**config.mk**
```make
export PLATFORM = sky130hd
export DESIGN_NAME = tdc_thermo_capture
export DESIGN_NICKNAME = d
export VERILOG_FILES = /design/src/rtl/tdc_pkg.sv /design/src/rtl/tdc_tap_capture.sv /design/src/rtl/tdc_therm_decode.sv /design/src/rtl/tdc_result_reg.sv /design/src/rtl/tdc_thermo_capture.sv
export SDC_FILE = /design/constraint.sdc
export NUM_CORES = 1
export LEC_CHECK = 0
export BUFFER_PORTS_ARGS = -buffer_cell sky130_fd_sc_hd__clkbuf_2
export CORE_ASPECT_RATIO = 1.25
export CORE_MARGIN = 2
export CORE_UTILIZATION = 25
export CTS_CLUSTER_SIZE = 25
export DETAILED_ROUTE_END_ITERATION = 6
export GPL_TIMING_DRIVEN = 0
export SLEW_MARGIN = 40
export SYNTH_ARGS = -nofsm -noshare
export SYNTH_HDL_FRONTEND = slang
export SYNTH_HIERARCHICAL = 1
export SYNTH_SLANG_ARGS = --single-unit
```
**constraint.sdc**
```tcl
create_clock -name clk_sample -period 6.8 [get_ports clk_sample]
set_input_delay 0.34 -clock clk_sample [delete_from_list [all_inputs] [get_ports clk_sample]]
set_output_delay 0.34 -clock clk_sample [all_outputs]
set_load 0.005 [all_outputs]
```
**src/rtl/tdc_pkg.sv**
```systemverilog
package tdc_pkg;

    // Default number of delay stages observed by the capture register.
    localparam int DEF_STAGES = 64;

    // Width of a binary count able to hold 0..stages inclusive.
    function automatic int count_width(input int stages);
        return (stages < 1) ? 1 : $clog2(stages + 1);
    endfunction

endpackage

```
**src/rtl/tdc_tap_capture.sv**
```systemverilog
module tdc_tap_capture #(
    parameter int STAGES = tdc_pkg::DEF_STAGES
) (
    input  logic              clk,
    input  logic              rst,
    input  logic [STAGES-1:0] taps,
    output logic [STAGES-1:0] word_q
);

    // One flop per tap, all sampled on the same clock edge.
    always_ff @(posedge clk or posedge rst) begin
        if (rst) begin
            word_q <= '0;
        end else begin
            word_q <= taps;
        end
    end

endmodule

```
**src/rtl/tdc_therm_decode.sv**
```systemverilog
module tdc_therm_decode #(
    parameter int STAGES = tdc_pkg::DEF_STAGES,
    localparam int CW    = tdc_pkg::count_width(STAGES)
) (
    input  logic [STAGES-1:0] word,
    output logic [CW-1:0]     ones,
    output logic              bubble
);

    // Population count: equals the code value for a legal word and
    // gives a bubble-tolerant estimate for a malformed one.
    always_comb begin
        ones = '0;
        for (int i = 0; i < STAGES; i++) begin
            ones = ones + CW'(word[i]);
        end
    end

    // A hole is a 0 with a 1 directly above it; any hole breaks the code.
    generate
        if (STAGES > 1) begin : g_holes
            logic [STAGES-2:0] hole;
            for (genvar i = 0; i < STAGES - 1; i++) begin : g_bit
                assign hole[i] = ~word[i] & word[i+1];
            end
            assign bubble = |hole;
        end else begin : g_single
            assign bubble = 1'b0;
        end
    endgenerate

endmodule

```
**src/rtl/tdc_result_reg.sv**
```systemverilog
module tdc_result_reg #(
    parameter int CW = 7
) (
    input  logic          clk,
    input  logic          rst,
    input  logic [CW-1:0] ones,
    input  logic          bubble,
    output logic [CW-1:0] count_q,
    output logic          bubble_q,
    output logic          valid_q
);

    typedef struct packed {
        logic [CW-1:0] count;
        logic          bubble;
        logic          valid;
    } result_t;

    result_t res_q;
    logic    captured_q;   // a real capture sits in the word register

    always_ff @(posedge clk or posedge rst) begin
        if (rst) begin
            res_q      <= '0;
            captured_q <= 1'b0;
        end else begin
            res_q.count  <= ones;
            res_q.bubble <= bubble;
            res_q.valid  <= captured_q;
            captured_q   <= 1'b1;
        end
    end

    assign count_q  = res_q.count;
    assign bubble_q = res_q.bubble;
    assign valid_q  = res_q.valid;

endmodule

```
**src/rtl/tdc_thermo_capture.sv**
```systemverilog
module tdc_thermo_capture #(
    parameter int STAGES = tdc_pkg::DEF_STAGES,
    localparam int CW    = tdc_pkg::count_width(STAGES)
) (
    input  logic              clk_sample,
    input  logic              rst,
    input  logic [STAGES-1:0] taps_in,
    output logic [STAGES-1:0] therm_q,
    output logic [CW-1:0]     count_q,
    output logic              valid_q,
    output logic              bubble_q
);

    logic [CW-1:0] dec_ones;
    logic          dec_bubble;

    tdc_tap_capture #(.STAGES(STAGES)) u_capture (
        .clk    (clk_sample),
        .rst    (rst),
        .taps   (taps_in),
        .word_q (therm_q)
    );

    tdc_therm_decode #(.STAGES(STAGES)) u_decode (
        .word   (therm_q),
        .ones   (dec_ones),
        .bubble (dec_bubble)
    );

    tdc_result_reg #(.CW(CW)) u_result (
        .clk      (clk_sample),
        .rst      (rst),
        .ones     (dec_ones),
        .bubble   (dec_bubble),
        .count_q  (count_q),
        .bubble_q (bubble_q),
        .valid_q  (valid_q)
    );

endmodule

```
-- Word-level counts from Yosys, hierarchy flattened
Index checks and enable logic that the tools add are counted.
- $add $sub $neg: 63
- div/mod/pow operators: 0
- shift-type cells: 0
- multiply operators: 0
- bitwise logic cells: 126
- reduce and logical (&&, ||, !) cells: 1
- $lt $le $gt $ge: 0
- equal/unequal tests: 0
- multiplexer cells: 0
- operators by type and width (operator ; count):
    adder 7 x 1 -> 7 bit ; 62
    bitwise AND 1 bit ; 63
    NOT 1 bit ; 63
    OR reduction 63 bit ; 1
    adder 1 x 1 -> 2 bit ; 1
- bits in read-only memories: 0
- memories: 0
- bits of input ports: 66
- latch bits: 0
- register bits: 74
- RAM bits: 0
- logic and storage cells: 195

-- Longest topological paths before layout
Gate-level depths: netlist (run 1).
- depth after elaboration: 63
- depth in mapped cells: 21
- mapped depth without buffers: 21

-- Modules after synthesis
Netlist (run 1), hierarchy kept.
- modules (own cells, without submodules) (module ; area each (µm²) ; cells each ; sequential area each (µm²) ; times used):
    tdc_therm_decode ; 2148.3 ; 240 ; 0.0 ; 1
    tdc_tap_capture ; 1605.3 ; 65 ; 1601.5 ; 1
    tdc_result_reg ; 257.7 ; 12 ; 250.2 ; 1

-- Least setup slack after synthesis (run 1)
Ideal clock, no wire load.
- path type: register -> register
- start point: register u_capture.word_q[53]
- end point: register u_result.res_q (netlist bit u_result/count_q[6])
- arrival: 5464 ps
- required time: 6676 ps
- path slack: 1213 ps
- stages on the path, launching flop included: 21
- setup time: 124 ps
- cells stage by stage: dfrtp_1 > fa_1 > inv_1 > fa_1 > inv_1 > fa_1 > inv_1 > fa_1 > inv_1 > fa_1 > inv_1 > fa_1 > fa_1 > fa_1 > inv_1 > ha_1 > fa_1 > a21oi_1 > o21ai_1 > a21oi_1 > o21bai_1
- longest elaborated chain between the ends: 11
- RTL lines (element ; RTL line ; RTL):
    start, declared ; tdc_tap_capture.sv:7 ; output logic [STAGES-1:0] word_q
    start signal, assigned ; tdc_tap_capture.sv:15 ; word_q <= taps;
    adder 7 x 1 -> 7 bit (11 in a row) ; tdc_therm_decode.sv:15 ; ones = ones + CW'(word[i]);
    named net dec_ones[6] ; tdc_thermo_capture.sv:14 ; logic [CW-1:0] dec_ones;
    end, declared ; tdc_result_reg.sv:19 ; result_t res_q;
The timed path passes the listed nets, and every way through them passes these cells.

-- Worst setup path in the final report (run 1)
Ends and elaborated chain as after synthesis.

==> metrics list, run 1 <==
- The number of endpoints with negative hold slack in the final report came to 6.
- Power per cell area: 678 nW/um^2
- Die width: 117 um
- CTS root buffer: sky130_fd_sc_hd__clkbuf_16
- Largest cells by area after synthesis: sky130_fd_sc_hd__dfrtp_1 46%, sky130_fd_sc_hd__fa_1 27%, sky130_fd_sc_hd__inv_1 8.1%
- GPL Wtd Cong: 0.899
- In the routed design, unresolved DRC markers number 0.
- The checks that failed: negative hold slack.
- Clock tree skew after final layout: 0.00380 ns
- Share of the clock period used by the worst path after layout: 0.859
* # resized after CTS: 0
- I/O pins: 139
- Across the VDD grid, the largest voltage drop is 0.531 mV.
- Entering global routing, the biggest net connects 35 pins.
* Total number of H-tree levels: 3
- Counting distinct cell types in the post-synthesis netlist gives 24.
* Overflow after GRT: 0
- Total standard cell area after synthesis: 4010 sq um
- Slew Limit Fails: 0
- Per-cell routed wire length: 15.7 um
- The tightest hold path in the finished design has a slack of -0.00190 ns.
* Buffer depth of the longest clock path: 2
* Post-CTS clock slew at the launch and capture registers of the worst setup and hold paths: 0.06 ns
- In this run the worst path has a maximum fanout of 4.
* Critical Setup Path Class: flop to flop
* Cell breakdown of the critical path: fa_1, inv_1, fa_1, inv_1, fa_1, inv_1, fa_1, inv_1, fa_1, inv_1, fa_1, fa_1, fa_1, inv_1, ha_1, fa_1, a21oi_1, o21ai_1, a21oi_1, o21bai_1
* Setup crit start kind: flop
- For this configuration, the core starts out at a cell density of 0.257.
- The initial antenna violation count was 0.
- Synthesized net count: 452
* Worst hold-check path type: primary input to asynchronous set/reset pin
- Post-cts hold buffer count: 0
- Net count reported at finish: 602
* Detailed-route vias per instance: 3.92
- Worst-path cell with the longest stage delay: sky130_fd_sc_hd__fa_1
- The first routing iteration left 85 violations.
- Final WL: 10.8 mm
- In this run, CTS created clock tree buffers numbering 9.
- Share of final-layout standard cells stronger than drive strength 1: 0.331
- Required time of the critical path: 7.02 ns
- Once placement completed, the tool counted placed cells totaling 668.
- Row generation in the floorplan step produced 51 rows.
- Once layout is complete, the cells apart from fillers number 684.
- In the layout the commonest cells are 138 x sky130_fd_sc_hd__clkbuf_2, 86 x sky130_fd_sc_hd__inv_1, 74 x sky130_fd_sc_hd__dfrtp_1.
* Area delta synth->final: 32.6%
* Max Clock Freq: 171 MHz
- The die covers 17100 sq um.
* Clock latency at the later pin of the worst-skew pair: 0.34 ns
* Cell count after synthesis: 317
* Wire length of the first global-routing pass: 16.5 mm
- Port buffering added 138 buffers.
* Total of endpoints with negative setup slack in the final report: 0
- Measured on the finished design, the core utilization comes to 0.340.
- Setup repair after global routing left no endpoint under its margin.
* Leakage power figure: 2.76 nW
* Antenna-violating nets left: 0
* Worst setup EP type: flop
- Clock period minus worst slack: 5.84 ns
- Dominant delay contributor by cell family on the critical path: adder cells
- Via count of the routed design: 2682
* Number of buffer and inverter stages on the critical path: 6
- The run finished, with violations left.
- CTS saw 74 sinks.
- Die Y: 146 um
- For the worst setup path, the data arrival time is 6.07 ns.
- The HPWL after detailed placement is 9.36 mm.
* Core Footprint: 15600 sq um
* Antenna diode instance count: 0
- In the final timing run, aggregate negative setup slack is 0 ns.
* Commonest non-fill, non-tap cell in the layout: sky130_fd_sc_hd__clkbuf_2
* Clock tree from TritonCTS: built
- Most used cell, CP: sky130_fd_sc_hd__fa_1
- Sequential element share of the synthesized area: 0.462
* Total setup buffers inserted after CTS: 0
- The average instance in the mapped netlist occupies 12.7 sq um.
- Across the run, the number of max-cap violations was 0.
- Router iterations before antenna repair: 4
* #FFs+latches synth: 74
- Ys Warns: 6
* Worst reg2reg setup slack: 0.96 ns
- The biggest area contributor in the post-synthesis netlist is sky130_fd_sc_hd__dfrtp_1.
- The via count of the first global-routing pass came to 3004.
- Total global routing track utilization: 0.134
- In this design, the stage delay of the slowest critical-path cell is 0.54 ns.
* Post-synth top area share: 0.462
-- registers in the layout, indices dropped and copies added, names as in the netlist --
signal               count
u_result/valid_q         1
u_result/bubble_q        1
u_capture/word_q        64
u_result/count_q         7
u_result/captured_q      1
-- path summary, 6_finish.rpt --
| path | from | end | cells past startpoint |
|---|---|---|---|
| max | u_capture/word_q[53]$_DFF_PP0_ | u_result/count_q[6]$_DFF_PP0_ | 20 |
| min | rst | u_result/valid_q$_DFF_PP0_ | 2 |
| max reg2reg | u_capture/word_q[53]$_DFF_PP0_ | u_result/count_q[6]$_DFF_PP0_ | 20 |
| min reg2reg | u_result/captured_q$_DFF_PP0_ | u_result/valid_q$_DFF_PP0_ | 0 |
| max in group asynchronous | rst | u_capture/word_q[56]$_DFF_PP0_ | 3 |
| min in group clk_sample | taps_in[42] | u_capture/word_q[42]$_DFF_PP0_ | 1 |
-- kinds of logic (layout without fill, tap and decap cells) --
family / after synthesis / count (layout) / share of synthesized area
DFF: 74 / 74 / 0.462
xor gates and xnor gates: 4 / 4 / 0.00874
buffers and inverters: 87 / 242 / 0.0814
AOI/OAI and AO/OA: 23 / 23 / 0.0471
adders and majority gates: 69 / 69 / 0.316
and+or+nand+nor: 59 / 59 / 0.0839
other: 1 / 1 / 0.000935
-- synth_stat cells, drive strengths merged --
cell,n
o2111ai,6
a221o,1
o21bai,1
and2,13
o211ai,1
nor2,14
o22ai,4
nand4,1
xnor2,1
nor4,4
nand2b,17
xor2,3
or2b,6
o221ai,5
a21oi,4
inv,87
nor2b,2
nand2,2
fa,54
dfrtp,74
o21ai,1
ha,15
conb,1
-- cell type report --
| type | count | area [sq um] |
|---|---|---|
| Fill cell | 1585 | 10300 |
| Sequential cell | 74 | 1850 |
| Multi-Input combinational cell | 156 | 1830 |
| Timing Repair Buffer | 139 | 711 |
| Inverter | 87 | 329 |
| Tap cell | 212 | 265 |
| Clock buffer | 12 | 256 |
| Clock inverter | 4 | 73.8 |
-- per-stage QoR --
| step | worst slack [ns] | area [sq um] | total power [mW] | hold WS [ns] |
|---|---|---|---|---|
| after floorplan | 1.21 | 4010 | 2.61 | 0.180 |
| final | 0.956 | 5320 | 3.61 | -0.00190 |
| after global routing | 0.698 | 5320 | 4.17 | 0.0297 |
| after global placement | 1.02 | 4970 | 3.07 | 0.332 |
| after detailed placement | 0.968 | 4990 | 3.13 | 0.336 |
| after CTS | 0.951 | 5320 | 3.70 | 0.00140 |
-- where the power goes --
group          leakage [nW]  total, mW  internal (mW)  switching (mW)
clock                 0.163      0.520          0.341           0.179
sequential            0.862      0.579          0.547          0.0326
combinational          1.74       2.51           1.14            1.37
-- layer usage --
layer | GRT usage | up-vias | share of wire
li1 | - | 1253 | -
met1 | 0.162 | 1309 | 0.41
met2 | 0.216 | 104 | 0.51
met3 | 0.0408 | 16 | 0.061
met4 | 0.0606 | 0 | 0.025
met5 | 0 | - | 0
No activity file was read; power rests on OpenSTA's default activity.
==> run 2, diff against run 1 <==
--- a/config.mk
+++ b/config.mk
@@ -9,6 +9,7 @@
 export CORE_ASPECT_RATIO = 1.25
 export CORE_MARGIN = 2
 export CORE_UTILIZATION = 25
+export CTS_BUF_LIST = sky130_fd_sc_hd__clkbuf_8
 export CTS_CLUSTER_SIZE = 25
 export DETAILED_ROUTE_END_ITERATION = 6
 export GPL_TIMING_DRIVEN = 0
==> constraint.sdc (replaced) <==
create_clock -name clk_sample -period 6.8 [get_ports clk_sample]
set_input_delay 1.36 -clock clk_sample [delete_from_list [all_inputs] [get_ports clk_sample]]
set_output_delay 1.36 -clock clk_sample [all_outputs]
set_load 0.005 [all_outputs]
==> run 2 against run 1 <==
  * The flow now finishes without violations
  * Register-to-register slack hardly changed
  * Power is 4.0% lower
  * Sequential power hardly changed
  * Die area stayed put
  * Flip-flop and latch count stayed put
  * Cell count stayed put
  * Routed wire length is 0.27% lower
  * Combinational power hardly changed
  * Worst hold slack better by 0.35 ns
  * Cell area is 1.9% lower
  * Highest routed layer unchanged
==> metrics list, run 2 (synthesis gave the netlist of run 1 again) <==
* Wire length of the first global-routing pass: 16.5 mm (about the same)
* Share of final-layout standard cells stronger than drive strength 1: 0.331 (unchanged)
- The number of resized instances in the post-cts repair step was 0 (unchanged).
- Overflow after GRT: 0 (unchanged)
* Total setup buffers inserted after CTS: 0 (unchanged)
* Total number of placement rows: 51 (unchanged)
- The number of placed I/O pins was 139 (unchanged).
- Total negative setup slack: 0 ns (unchanged)
- The share of the cycle needed by the critical path after routing is 0.858 (-0.00123).
* Commonest non-fill, non-tap cell in the layout: sky130_fd_sc_hd__clkbuf_2
- The run finished with clean final reports.
- The critical path is of the flop to flop type.
- Final core utilization: 0.334 (-0.00648)
- Per-cell routed wire length: 15.7 um (-0.27%)
- The setup slack on the worst flop-to-flop path is 0.96 ns (about the same).
* Worst hold-check path type: flop to flop
* Num CTS Buffers: 9 (unchanged)
* Flip-flop count of the largest register after layout: 64 (unchanged)
* Leakage power figure: 2.72 nW (-1.5%)
* Via count of the routed design: 2686 (+0.15%)
- Area of the die: 17100 sq um (unchanged)
- The number of violations of the max-capacitance limit is 0 (unchanged).
- Number of cells traversed by the worst register-to-register path: 20 (unchanged)
* Initial antenna violation count: 0 (unchanged)
* Clock latency at the later pin of the worst-skew pair: 0.36 ns (+0.02 ns)
* Largest vdd supply drop: 0.567 mV (+6.8%)
- The worst hold path terminates at u_result/valid_q$_DFF_PP0_.
- End of the worst register-to-register path: u_result/count_q[6]$_DFF_PP0_
- Total global routing track utilization: 0.134 (-0.000172)
- Input/output buffers: 138 (unchanged)
- CTS placed an instance of sky130_fd_sc_hd__clkbuf_8 at the clock tree root.
- Post-cts hold buffer count: 0 (unchanged)
- The vertical die dimension was 146 um (unchanged).
- Clock tree from TritonCTS: built
- The via count of the first global-routing pass came to 3007 (+0.10%).
- The CTS H-tree depth is 3 (unchanged).
- Cell breakdown of the critical path: fa_1, inv_1, fa_1, inv_1, fa_1, inv_1, fa_1, inv_1, fa_1, inv_1, fa_1, fa_1, fa_1, inv_1, ha_1, fa_1, a21oi_1, o21ai_1, a21oi_1, o21bai_1
- The maximum single-stage delay on the critical path was 0.54 ns (about the same).
- The count of final setup violators was 0 (unchanged).
- Setup repair after global routing left no endpoint under its margin.
* Clock period minus worst slack: 5.84 ns (-0.00837 ns)
* Required time of the critical path: 7.04 ns (+0.02 ns)
- The library cells used most frequently in the layout, excluding fill and tap cells, are 138 x sky130_fd_sc_hd__clkbuf_2, 87 x sky130_fd_sc_hd__inv_1, 74 x sky130_fd_sc_hd__dfrtp_1.
- Clock tree skew after final layout: 0.00480 ns (+0.000994 ns)
* Arrival time of the worst setup path: 6.08 ns (about the same)
* Number of buffer and inverter stages on the critical path: 6 (unchanged)
* Hold Fails Final Rpt: 0 (-6)
* Worst-path cell with the longest stage delay: sky130_fd_sc_hd__fa_1
- Power per cell area: 664 nW/um^2 (-2.2%)
* Number of sinks handled by clock tree synthesis: 74 (unchanged)
* GPL Wtd Cong: 0.899 (unchanged)
* Die width: 117 um (unchanged)
- The worst setup path is captured at a flop.
* Detailed-route vias per instance: 3.93 (+0.15%)
- Half-perimeter wire length after placement: 9.36 mm (unchanged)
* Buffer depth of the longest clock path: 2 (unchanged)
- Final WL: 10.7 mm (-0.27%)
- Area delta synth->final: 30.1%
* Top register by number of flip-flops: u_capture/word_q
- The violation count after the first detailed-routing iteration was 85 (unchanged).
* Slew Limit Fails: 0 (unchanged)
* Instance count along the most critical hold path: 0
- The clock-pin slew reported for the worst setup and hold paths after clock tree synthesis is 0.08 ns (+0.02 ns).
- Core Footprint: 15600 sq um (unchanged)
* Net count reported at finish: 602 (unchanged)
* Count of unresolved DRC violations after routing: 0 (unchanged)
- Max Clock Freq: 171 MHz (+0.14%)
- Highest fanout seen on the critical path: 4 (unchanged)
- The number of diodes was 0 (unchanged).
- The count of TritonRoute iterations in the first routing pass came to 4 (unchanged).
- Dominant delay contributor by cell family on the critical path: adder cells
- The number of nets still failing antenna checks after routing came to 0 (unchanged).
- Setup crit start kind: flop
* Reg2reg start: u_capture/word_q[53]$_DFF_PP0_
* Starting utilization of the core area: 0.257 (unchanged)
* Stages on the worst setup path: 20 (unchanged)
* Start point of the worst min-delay path: u_result/captured_q$_DFF_PP0_
* Pin count of the biggest net entering global routing: 35 (unchanged)
- The most numerous cell type found on the critical path is sky130_fd_sc_hd__fa_1.
run 2: cell count changes in the layout (fill, tap and decap cells not counted), sizes merged:
cell,previous run,this run
clkbuf,150,149
inv,87,88
run 2: final cells by class:
type | count | area, sq um
clock buffer | 11 | 151
tap | 212 | 265
timing repair buffer | 139 | 711
inverter | 87 | 329
sequential | 74 | 1850
multi-input combinational | 156 | 1830
fill | 1588 | 10400
clock inverter | 5 | 77.6
run 2: through the flow:
stage                     cell area [sq um]  hold slack (ns)  cells  setup slack (ns)  power (mW)
after global placement                 4970            0.332    667              1.02        3.07
after detailed placement               4990            0.336    668             0.968        3.13
final                                  5220            0.349    684             0.964        3.46
after CTS                              5220            0.353    684             0.958        3.55
after floorplan                        4010            0.331    317              1.21        2.61
after global routing                   5220            0.358    684             0.729        4.01
run 2: worst max path at each step:
stage                                              start                            end  slack, ns
after global placement    u_capture/word_q[53]$_DFF_PP0_  u_result/count_q[6]$_DFF_PP0_       1.02
final                     u_capture/word_q[53]$_DFF_PP0_  u_result/count_q[6]$_DFF_PP0_       0.96
after floorplan           u_capture/word_q[53]$_DFF_PP0_  u_result/count_q[6]$_DFF_PP0_       1.21
after detailed placement  u_capture/word_q[53]$_DFF_PP0_  u_result/count_q[6]$_DFF_PP0_       0.97
after global routing      u_capture/word_q[53]$_DFF_PP0_  u_result/count_q[6]$_DFF_PP0_       0.73
after CTS                 u_capture/word_q[53]$_DFF_PP0_  u_result/count_q[6]$_DFF_PP0_       0.96
run 2: routing by layer:
layer / wire length [um] / up-vias / track usage
li1: - / 1249 / -
met1: 4350 / 1317 / 0.163
met2: 5410 / 107 / 0.216
met3: 769 / 13 / 0.0487
met4: 208 / 0 / 0.0465
met5: 0 / - / 0
run 2: power breakdown:
part	switching, mW	leakage [nW]	internal, mW	total [mW]
Combinational	1.36	1.74	1.14	2.50
Clock	0.162	0.121	0.225	0.387
Sequential	0.0325	0.862	0.546	0.578
